[src/rtl/rtc_cal_pkg.sv]
package rtc_cal_pkg;
  localparam int unsigned NUM_REGS = 8;
  localparam int unsigned ADDR_W   = $clog2(NUM_REGS);
  localparam int unsigned DATA_W   = 8;

  localparam int unsigned A_SEC  = 0;
  localparam int unsigned A_MIN  = 1;
  localparam int unsigned A_HOUR = 2;
  localparam int unsigned A_DATE = 3;
  localparam int unsigned A_MON  = 4;
  localparam int unsigned A_YEAR = 5;
  localparam int unsigned A_DOW  = 6;
  localparam int unsigned A_TEN  = 7;

  // bits kept on a load
  function automatic logic [DATA_W-1:0] wr_mask(int unsigned idx);
    case (idx)
      A_SEC, A_MIN: return 8'h7F;
      A_HOUR:       return 8'hBF;
      A_DATE:       return 8'h3F;
      A_MON:        return 8'h1F;
      A_YEAR:       return 8'hFF;
      A_DOW:        return 8'h07;
      default:      return 8'h0F;
    endcase
  endfunction

  // bits that take part in counting; the rest are kept as flags
  function automatic logic [DATA_W-1:0] cnt_mask(int unsigned idx);
    return (idx == A_HOUR) ? 8'h3F : wr_mask(idx);
  endfunction

  function automatic logic [DATA_W-1:0] low_val(int unsigned idx);
    return (idx == A_DATE || idx == A_MON) ? 8'h01 : 8'h00;
  endfunction

  function automatic logic [DATA_W-1:0] rst_val(int unsigned idx);
    return low_val(idx);
  endfunction

  function automatic logic [DATA_W-1:0] top_val(int unsigned idx);
    case (idx)
      A_SEC, A_MIN: return 8'h59;
      A_HOUR:       return 8'h23;
      A_DATE:       return 8'h31;
      A_MON:        return 8'h12;
      A_YEAR:       return 8'h99;
      A_DOW:        return 8'h06;
      default:      return 8'h09;
    endcase
  endfunction

  function automatic logic [DATA_W-1:0] bcd_inc(logic [DATA_W-1:0] v);
    if (v[3:0] >= 4'd9) return {v[7:4] + 4'd1, 4'd0};
    return {v[7:4], v[3:0] + 4'd1};
  endfunction

  function automatic logic leap_year(logic [DATA_W-1:0] y);
    logic [7:0] bin;
    bin = {4'd0, y[7:4]} * 8'd10 + {4'd0, y[3:0]};
    return bin[1:0] == 2'b00;
  endfunction

  function automatic logic [DATA_W-1:0] month_last(logic [DATA_W-1:0] m, logic leap);
    case (m)
      8'h02:                     return leap ? 8'h29 : 8'h28;
      8'h04, 8'h06, 8'h09, 8'h11: return 8'h30;
      default:                   return 8'h31;
    endcase
  endfunction
endpackage

[src/rtl/rtc_bcd_field.sv]
module rtc_bcd_field
  import rtc_cal_pkg::*;
#(
  parameter logic [DATA_W-1:0] RST_VAL  = 8'h00,
  parameter logic [DATA_W-1:0] LO_VAL   = 8'h00,
  parameter logic [DATA_W-1:0] WR_MASK  = 8'hFF,
  parameter logic [DATA_W-1:0] CNT_MASK = 8'hFF
) (
  input  logic              clk_i,
  input  logic              rst_ni,
  input  logic              ld_i,
  input  logic [DATA_W-1:0] ld_data_i,
  input  logic              clr_i,
  input  logic              inc_i,
  input  logic [DATA_W-1:0] max_i,
  output logic [DATA_W-1:0] val_o,
  output logic              at_max_o
);
  logic [DATA_W-1:0] val_q, val_d, cnt, flags;

  assign cnt      = val_q & CNT_MASK;
  assign flags    = val_q & ~CNT_MASK;
  assign at_max_o = (cnt == max_i);

  always_comb begin
    val_d = val_q;
    if (ld_i)       val_d = ld_data_i & WR_MASK;
    else if (clr_i) val_d = LO_VAL | flags;
    else if (inc_i) val_d = (at_max_o ? LO_VAL : (bcd_inc(cnt) & CNT_MASK)) | flags;
  end

  always_ff @(posedge clk_i or negedge rst_ni) begin
    if (!rst_ni) val_q <= RST_VAL;
    else         val_q <= val_d;
  end

  assign val_o = val_q;
endmodule

[src/rtl/rtc_month_end.sv]
module rtc_month_end
  import rtc_cal_pkg::*;
(
  input  logic [DATA_W-1:0] month_i,
  input  logic [DATA_W-1:0] year_i,
  output logic [DATA_W-1:0] last_o
);
  logic leap;
  assign leap   = leap_year(year_i);
  assign last_o = month_last(month_i, leap);
endmodule

[src/rtl/rtc_calendar_core.sv]
module rtc_calendar_core
  import rtc_cal_pkg::*;
(
  input  logic              clk_i,
  input  logic              rst_ni,
  input  logic              tick_i,
  input  logic              wr_en_i,
  input  logic [ADDR_W-1:0] wr_addr_i,
  input  logic [DATA_W-1:0] wr_data_i,
  output logic [DATA_W-1:0] tenths_o,
  output logic [DATA_W-1:0] sec_o,
  output logic [DATA_W-1:0] min_o,
  output logic [DATA_W-1:0] hour_o,
  output logic [DATA_W-1:0] date_o,
  output logic [DATA_W-1:0] month_o,
  output logic [DATA_W-1:0] year_o,
  output logic [DATA_W-1:0] dow_o
);
  logic [DATA_W-1:0] val    [NUM_REGS];
  logic [DATA_W-1:0] max_v  [NUM_REGS];
  logic              at_max [NUM_REGS];
  logic              inc    [NUM_REGS];
  logic [DATA_W-1:0] date_last;
  logic              ten_clr;

  rtc_month_end u_month_end (
    .month_i (val[A_MON]),
    .year_i  (val[A_YEAR]),
    .last_o  (date_last)
  );

  // loads anywhere but the tenths restart the second
  assign ten_clr = wr_en_i && (wr_addr_i != ADDR_W'(A_TEN));

  // carry chain from state only, no combinational loop
  always_comb begin
    inc[A_TEN]  = tick_i && !wr_en_i;
    inc[A_SEC]  = inc[A_TEN]  && at_max[A_TEN];
    inc[A_MIN]  = inc[A_SEC]  && at_max[A_SEC];
    inc[A_HOUR] = inc[A_MIN]  && at_max[A_MIN];
    inc[A_DATE] = inc[A_HOUR] && at_max[A_HOUR];
    inc[A_DOW]  = inc[A_DATE];
    inc[A_MON]  = inc[A_DATE] && at_max[A_DATE];
    inc[A_YEAR] = inc[A_MON]  && at_max[A_MON];
  end

  for (genvar i = 0; i < NUM_REGS; i++) begin : g_field
    if (i == A_DATE) begin : g_dyn
      assign max_v[i] = date_last;
    end else begin : g_fix
      assign max_v[i] = top_val(i);
    end

    rtc_bcd_field #(
      .RST_VAL  (rst_val(i)),
      .LO_VAL   (low_val(i)),
      .WR_MASK  (wr_mask(i)),
      .CNT_MASK (cnt_mask(i))
    ) u_field (
      .clk_i     (clk_i),
      .rst_ni    (rst_ni),
      .ld_i      (wr_en_i && (wr_addr_i == ADDR_W'(i))),
      .ld_data_i (wr_data_i),
      .clr_i     ((i == A_TEN) ? ten_clr : 1'b0),
      .inc_i     (inc[i]),
      .max_i     (max_v[i]),
      .val_o     (val[i]),
      .at_max_o  (at_max[i])
    );
  end

  assign tenths_o = val[A_TEN];
  assign sec_o    = val[A_SEC];
  assign min_o    = val[A_MIN];
  assign hour_o   = val[A_HOUR];
  assign date_o   = val[A_DATE];
  assign month_o  = val[A_MON];
  assign year_o   = val[A_YEAR];
  assign dow_o    = val[A_DOW];
endmodule

[config.mk]
export PLATFORM = sky130hd
export DESIGN_NAME = rtc_calendar_core
export DESIGN_NICKNAME = d
export VERILOG_FILES = /design/src/rtl/rtc_cal_pkg.sv /design/src/rtl/rtc_bcd_field.sv /design/src/rtl/rtc_month_end.sv /design/src/rtl/rtc_calendar_core.sv
export SDC_FILE = /design/constraint.sdc
export NUM_CORES = 1
export LEC_CHECK = 0
export BUFFER_PORTS_ARGS = -buffer_cell sky130_fd_sc_hd__buf_2
export CAP_MARGIN = 20
export CORE_MARGIN = 4
export CORE_UTILIZATION = 43
export CTS_CLUSTER_DIAMETER = 100
export DETAILED_ROUTE_END_ITERATION = 10
export PLACE_DENSITY_LB_ADDON = 0.12
export SLEW_MARGIN = 20
export SYNTH_ARGS = -nofsm -noshare
export SYNTH_HDL_FRONTEND = slang
export SYNTH_SLANG_ARGS = --single-unit
[constraint.sdc]
create_clock -name clk_i -period 3.7 [get_ports clk_i]
set_clock_uncertainty 0.1 [all_clocks]
set_input_delay 0.37 -clock clk_i [delete_from_list [all_inputs] [get_ports clk_i]]
set_output_delay 0.37 -clock clk_i [all_outputs]
set_load 0.02 [all_outputs]
# Word-level counts from Yosys, hierarchy flattened
# Index checks and enable logic that the tools add are counted.
[word_totals] out_inout_bits=64 inputBits=15 reg_bits=64 word_cells=178
[op_classes] mux=83 bitwise_logic=7 addsub=15 magnitude_cmp=8 mul=1 n_eq_ne=22 n_reduce_logical=32
[op_table] cell="$mux W8" count=20
[op_table] cell="$mux W7" count=10
[op_table] cell="$mux W6" count=10
[op_table] cell="$or A8 B8 Y8" count=7
[op_table] cell="$add A4 B1 Y4 const B" count=8
[op_table] cell="$ge A4 B4 Y1 const B" count=7
[op_table] cell="$mux W1" count=26
[op_table] cell="$mux W5" count=5
[op_table] cell="$mux W4" count=6
[op_table] cell="$eq A8 B3 Y1 const B" count=2
[op_table] cell="$logic_and A1 B1 Y1" count=16
[op_table] cell="$pmux W8 S2" count=1
[op_table] cell="$reduce_bool A2 Y1" count=8
[op_table] cell="$eq A3 B3 Y1 const B" count=5
[op_table] cell="$mux W3" count=5
[op_table] cell="$eq A7 B7 Y1 const B" count=2
[op_table] cell="$add A3 B1 Y3 const B" count=3
[op_table] cell="$eq A6 B8 Y1" count=1
[op_table] cell="$eq A8 B2 Y1 const B" count=1
[op_table] cell="$eq A8 B4 Y1 const B" count=1
[op_table] cell="$eq A8 B5 Y1 const B" count=1
[op_table] cell="$eq A8 B8 Y1 const B" count=1
[op_table] cell="$eq A3 B2 Y1 const B" count=2
[op_table] cell="$eq A6 B6 Y1 const B" count=1
[op_table] cell="other kinds (16)" count=19

# Logic depth before layout (Yosys ltp)
[depth] ltp_word=16 mapped_depth=12 ltp_nobuf=9

# Modules after synthesis
# A second synthesis with hierarchy kept.
[unflattened] hier_cells=515 area_unflattened_um2=4473.0
[by_module_without_submodules] mod="rtc_bcd_field (g_field[0].u_field ...)" seq_area_each_um2=175.2 area_each_um2=580.6 cells_each=63 n_inst=2
[by_module_without_submodules] mod="rtc_bcd_field (g_field[5].u_field)" seq_area_each_um2=200.2 area_each_um2=660.6 cells_each=69 n_inst=1
[by_module_without_submodules] mod="rtc_bcd_field (g_field[3].u_field)" seq_area_each_um2=151.4 area_each_um2=596.8 cells_each=69 n_inst=1
[by_module_without_submodules] mod="rtc_bcd_field (g_field[2].u_field)" seq_area_each_um2=175.2 area_each_um2=559.3 cells_each=61 n_inst=1
[by_module_without_submodules] mod="rtc_bcd_field (g_field[4].u_field)" seq_area_each_um2=126.4 area_each_um2=494.2 cells_each=59 n_inst=1
[by_module_without_submodules] mod="rtc_bcd_field (g_field[7].u_field)" seq_area_each_um2=100.1 area_each_um2=389.1 cells_each=45 n_inst=1
[by_module_without_submodules] mod="rtc_bcd_field (g_field[6].u_field)" seq_area_each_um2=75.1 area_each_um2=297.8 cells_each=35 n_inst=1
[by_module_without_submodules] mod="rtc_month_end" seq_area_each_um2=0.0 area_each_um2=160.2 cells_each=22 n_inst=1
[by_module_without_submodules] mod="rtc_calendar_core" seq_area_each_um2=0.0 area_each_um2=153.9 cells_each=29 n_inst=1

# Least setup slack after synthesis
# OpenSTA, ideal clock, no wires.
[synth_timing] path_type="register -> register" startpoint="reg g_field[4].u_field.val_q[0]" endpoint="reg g_field[5].u_field.val_q[6]" path_buffers=0 t_required_ns=3.518 synth_period_minus_slack_ns=2.713 t_arrival_ns=2.531 setup_time_ns=0.082 stages_incl_launch_ff=10 setup_slack_ns=0.987 cell_sequence="dfstp_2 inv_1 ha_1 mux2i_1 a2111oi_2 a21oi_1 mux2i_4 nand4_4 or4b_1 a31oi_1"
[synth_between] elab_chain_len=8 elab_cells_between_ends=13 cone_classes="eq/ne (7); mux (1); reduce/logical (5)"
[synth_rtl] item="from (decl)" line_no="rtc_bcd_field.sv:19" text="logic [DATA_W-1:0] val_q, val_d, cnt, flags;"
[synth_rtl] item="from (signal assigned)" line_no="rtc_bcd_field.sv:34" text="else val_q <= val_d;"
[synth_rtl] item="$eq A8 B3 Y1 (tied with other cells)" line_no="rtc_cal_pkg.sv:65" text="case (m)"
[synth_rtl] item="$reduce_or A4 Y1" line_no="rtc_cal_pkg.sv:65"
[synth_rtl] item="$pmux W8 S2" line_no="rtc_cal_pkg.sv:65"
[synth_rtl] item="$eq A6 B8 Y1" line_no="rtc_bcd_field.sv:23" text="assign at_max_o = (cnt == max_i);"
[synth_rtl] item="$logic_and A1 B1 Y1" line_no="rtc_calendar_core.sv:43" text="inc[A_MON] = inc[A_DATE] && at_max[A_DATE];"
[synth_rtl] item="$logic_and A1 B1 Y1 *" line_no="rtc_calendar_core.sv:44" text="inc[A_YEAR] = inc[A_MON] && at_max[A_MON];"
[synth_rtl] item="$reduce_bool A2 Y1 (no source line) *"
[synth_rtl] item="$reduce_and A2 Y1 (no source line) *"
[synth_rtl] item="to (signal assigned)" line_no="rtc_bcd_field.sv:34"
[synth_rtl] item="to (decl)" line_no="rtc_bcd_field.sv:19"
# Every way passes the cells marked *; elsewhere a longest branch is shown, timed or not.
# A chain may end at the register's enable or synchronous reset.

# Final worst setup path
# Ends and elaborated chain as after synthesis.

==> impl_metrics.ini <==
[sta]
hold_slack_ns = -0.00418
worst_pin_slew_ns = 0.694
fin_crit_sh = 0.779
period_minus_slack_ns = 2.88
relSlewSlack = 0.533
setup_viol = 0
finalSetupTns_ns = 0
slew_viol_final = 0
hold_violations = 12
postLayoutSetupSlackWorst_ns = 0.816
rsz0062_at_grt = no
max_freq_mhz = 347

[logic_synthesis]
avgSynthCellArea_um2 = 8.50
synth.most_common_cell = dfrtp_1
synthArstFlopShare = 1.00
synth_top_cell_by_area = dfrtp_1
synth_top_cells_by_count = dfrtp_1, nor2_1, nand2_1
synth-edff-count = 0
yosysTopAreaCellShare = 0.323
yosys_register_bits = 47
synth_flop_cell = dfrtp_1
postSynthCellCount = 410
synth-seq-area-share = 0.338
ys_warn_count = 0
syn_area_um2 = 3480
ys_top_cells_by_area = dfrtp_1, ha_1, o21ai_0
synth.distinct_cells = 59

[placement]
place_ws_ns = 0.841
place_congestion = 0.873
place_inst = 563
port_buffers = 61
dp_hpwl_um = 6710

[cts]
cts_resized = 0
clkTransAtPathRegs_ns = 0.09
cts_setup_buffers = 0
clock_path_buffers = 2
cts.sinks = 47
root_buffer = clkbuf_8
cts-htree-levels = 2
clock_latency_ns = 0.31
hold_buffers = 0
numCtsBuffers = 5
cts_tree = done

[detailed_routing]
drc = 0
vias = 3125
route.met3.wl_um = 536
wl_met2_um = 4200
antenna_left = 0
highest_layer = met4
routedWlPerCell_um = 15.7
dr.pass1.iters = 5
drtIter0Drc = 151
vias_per_cell = 5.48
met1Wirelength_um = 4130
wl_um = 8970

[setup_path]
cp_top_family = simple AND/OR/NAND/NOR gates
crit_start = g_field[4].u_field.val_o[0]$_DFFE_PN1P_
r2r_slack_ns = 0.82
critical_path.endpoint = g_field[5].u_field.val_o[6]$_DFFE_PN0P_
timing.rr.start = g_field[4].u_field.val_o[0]$_DFFE_PN1P_
path_buf_inv = 1
worstPathMaxFanout = 7
cp_slowest_stage_delay_ns = 0.59
cp-start-kind = register
setup.worst_path.class = reg2reg
cp.arrival_ns = 3.01
cp.required_ns = 3.82
r2r_cells = 9
crit_path_end_kind = register
path_depth = 9
r2r_end = g_field[5].u_field.val_o[6]$_DFFE_PN0P_
crit_chain = inv_1 -> ha_1 -> mux2i_1 -> a2111oi_2 -> a21oi_1 -> mux2i_4 -> nand4_4 -> or4b_1 -> a31oi_1
crit_slowest_cell = dfstp_2

[cells_and_area]
area_growth_pct = 11.8
multiInputGateArea_um2 = 2070
largest_register_ffs = 47
drive_above_1_share = 0.192
final_cells = 570
antenna_cells = 0
fillerInstances = 773
final_nets = 512
seq_area_um2 = 1180

[floorplan]
fp.dieW_um = 98.0
rows = 32
io_pins = 79
coreArea_um2 = 7810
dieArea_um2 = 9600
die_y_um = 98.0
initial_core_util = 0.446

[run]
drv_cap = 0

[global_routing]
grt_pass1_wl_um = 15100
track_usage = 0.192
grt_overflow = 0
grt_pass1_vias = 2989
grt_max_degree = 29
antenna_found_initial = 0

[power]
p_comb_frac = 0.415
netSwitchingFraction = 0.438
ir_drop_mv = 0.291
p_int_uw = 1090
power_frac_clock = 0.168
p_seq_frac = 0.417
powerDensity_nw_per_um2 = 500
power.leakage_uw = 0.00182
p_sw_uw = 854

[status]
violations = hold timing
status = finished, violations left

[worst_hold_path]
hold_class = in2async
## layout make-up
class                      count  share of cell area
clock buffer                   6              0.0212
clock inverter                 1             0.00128
inverter                      25              0.0241
multi-input combinational    324               0.532
sequential                    47               0.303
tap                          102              0.0328
timing repair buffer          65              0.0861
## power groups by stage
stage / Sequential [uW] / Clock (uW) / Combinational, uW
2_1_floorplan: 933 / 0 / 428
3_3_place_gp: 816 / 0 / 798
3_5_place_dp: 821 / 0 / 812
4_1_cts: 813 / 335 / 816
5_1_grt: 843 / 353 / 909
6_report: 812 / 327 / 808
## cell usage in the layout (no fill, tap or decap), types with 2 or more instances in the layout
master,synthesis,final
buf_4,17,4
and3_1,3,3
buf_2,0,61
clkbuf_8,0,6
nor2_1,40,40
or3_1,7,7
nor3_1,9,9
xnor2_1,3,3
nand2_1,39,39
a21boi_0,3,3
dfstp_2,2,2
a21o_1,2,2
nand2b_1,9,9
dfrtp_1,45,45
a32oi_1,2,2
a31oi_1,8,8
inv_1,25,25
nor4b_1,3,3
conb_1,1,17
a22oi_1,4,4
a221o_1,3,3
o21a_1,2,2
nand4_1,4,4
a221oi_1,2,2
o21ai_0,38,38
a21oi_1,24,24
nor2b_1,6,6
nand4b_1,4,4
a31o_2,2,2
o211ai_1,4,4
mux2_2,2,2
or2_2,3,3
or4b_1,2,2
ha_1,29,29
and2_1,2,2
nand3_1,17,17
a22o_1,3,3
mux2i_1,6,6
nor3b_1,3,3
## routing by layer
metal | vias to the layer above | GRT usage
met5 | - | 0
met4 | 0 | 0.0501
met3 | 7 | 0.0307
met2 | 95 | 0.304
met1 | 1487 | 0.273
li1 | 1536 | -
## worst min-delay path by stage
stage	end	slack (ns)	from	depth (start not counted)
6_report	g_field[4].u_field.val_o[3]$_DFFE_PN0P_	-0.004	rst_ni	1
5_1_grt	g_field[4].u_field.val_o[2]$_DFFE_PN0P_	0.05	rst_ni	1
4_1_cts	g_field[4].u_field.val_o[3]$_DFFE_PN0P_	0.02	rst_ni	1
3_5_place_dp	g_field[6].u_field.val_o[1]$_DFFE_PN0P_	0.35	rst_ni	1
3_3_place_gp	g_field[6].u_field.val_o[2]$_DFFE_PN0P_	0.34	rst_ni	1
2_1_floorplan	g_field[0].u_field.val_o[0]$_DFFE_PN0P_	-0.03	rst_ni	0
## per-stage QoR
step / instance area [um2] / hold slack (ns) / power [uW] / util
floorplan: 3540 / -0.0256 / 1360 / -
global placement: 3810 / 0.342 / 1610 / 0.488
detailed placement: 3810 / 0.354 / 1630 / 0.488
CTS: 3890 / 0.0193 / 1960 / 0.499
global route: 3890 / 0.0450 / 2110 / 0.499
finish: 3890 / -0.00418 / 1950 / 0.499
## kinds of logic after synthesis
group                    share of synthesized area
AND/OR/NAND/NOR                              0.249
AO/OA/AOI/OAI                                0.186
buffers and inverters                       0.0841
flip-flops                                   0.338
adder cells (fa/ha/maj)                      0.104
multiplexers                                0.0302
XOR/XNOR                                   0.00754
other                                      0.00108
## worst register-to-register path: stages, from the launching register on
cell       delay [ns]
dfstp_2          0.59
inv_1            0.09
ha_1             0.24
mux2i_1          0.17
a2111oi_2        0.07
a21oi_1          0.26
mux2i_4          0.41
nand4_4          0.18
or4b_1           0.50
a31oi_1          0.20
Power figures use the tool's default switching activity.
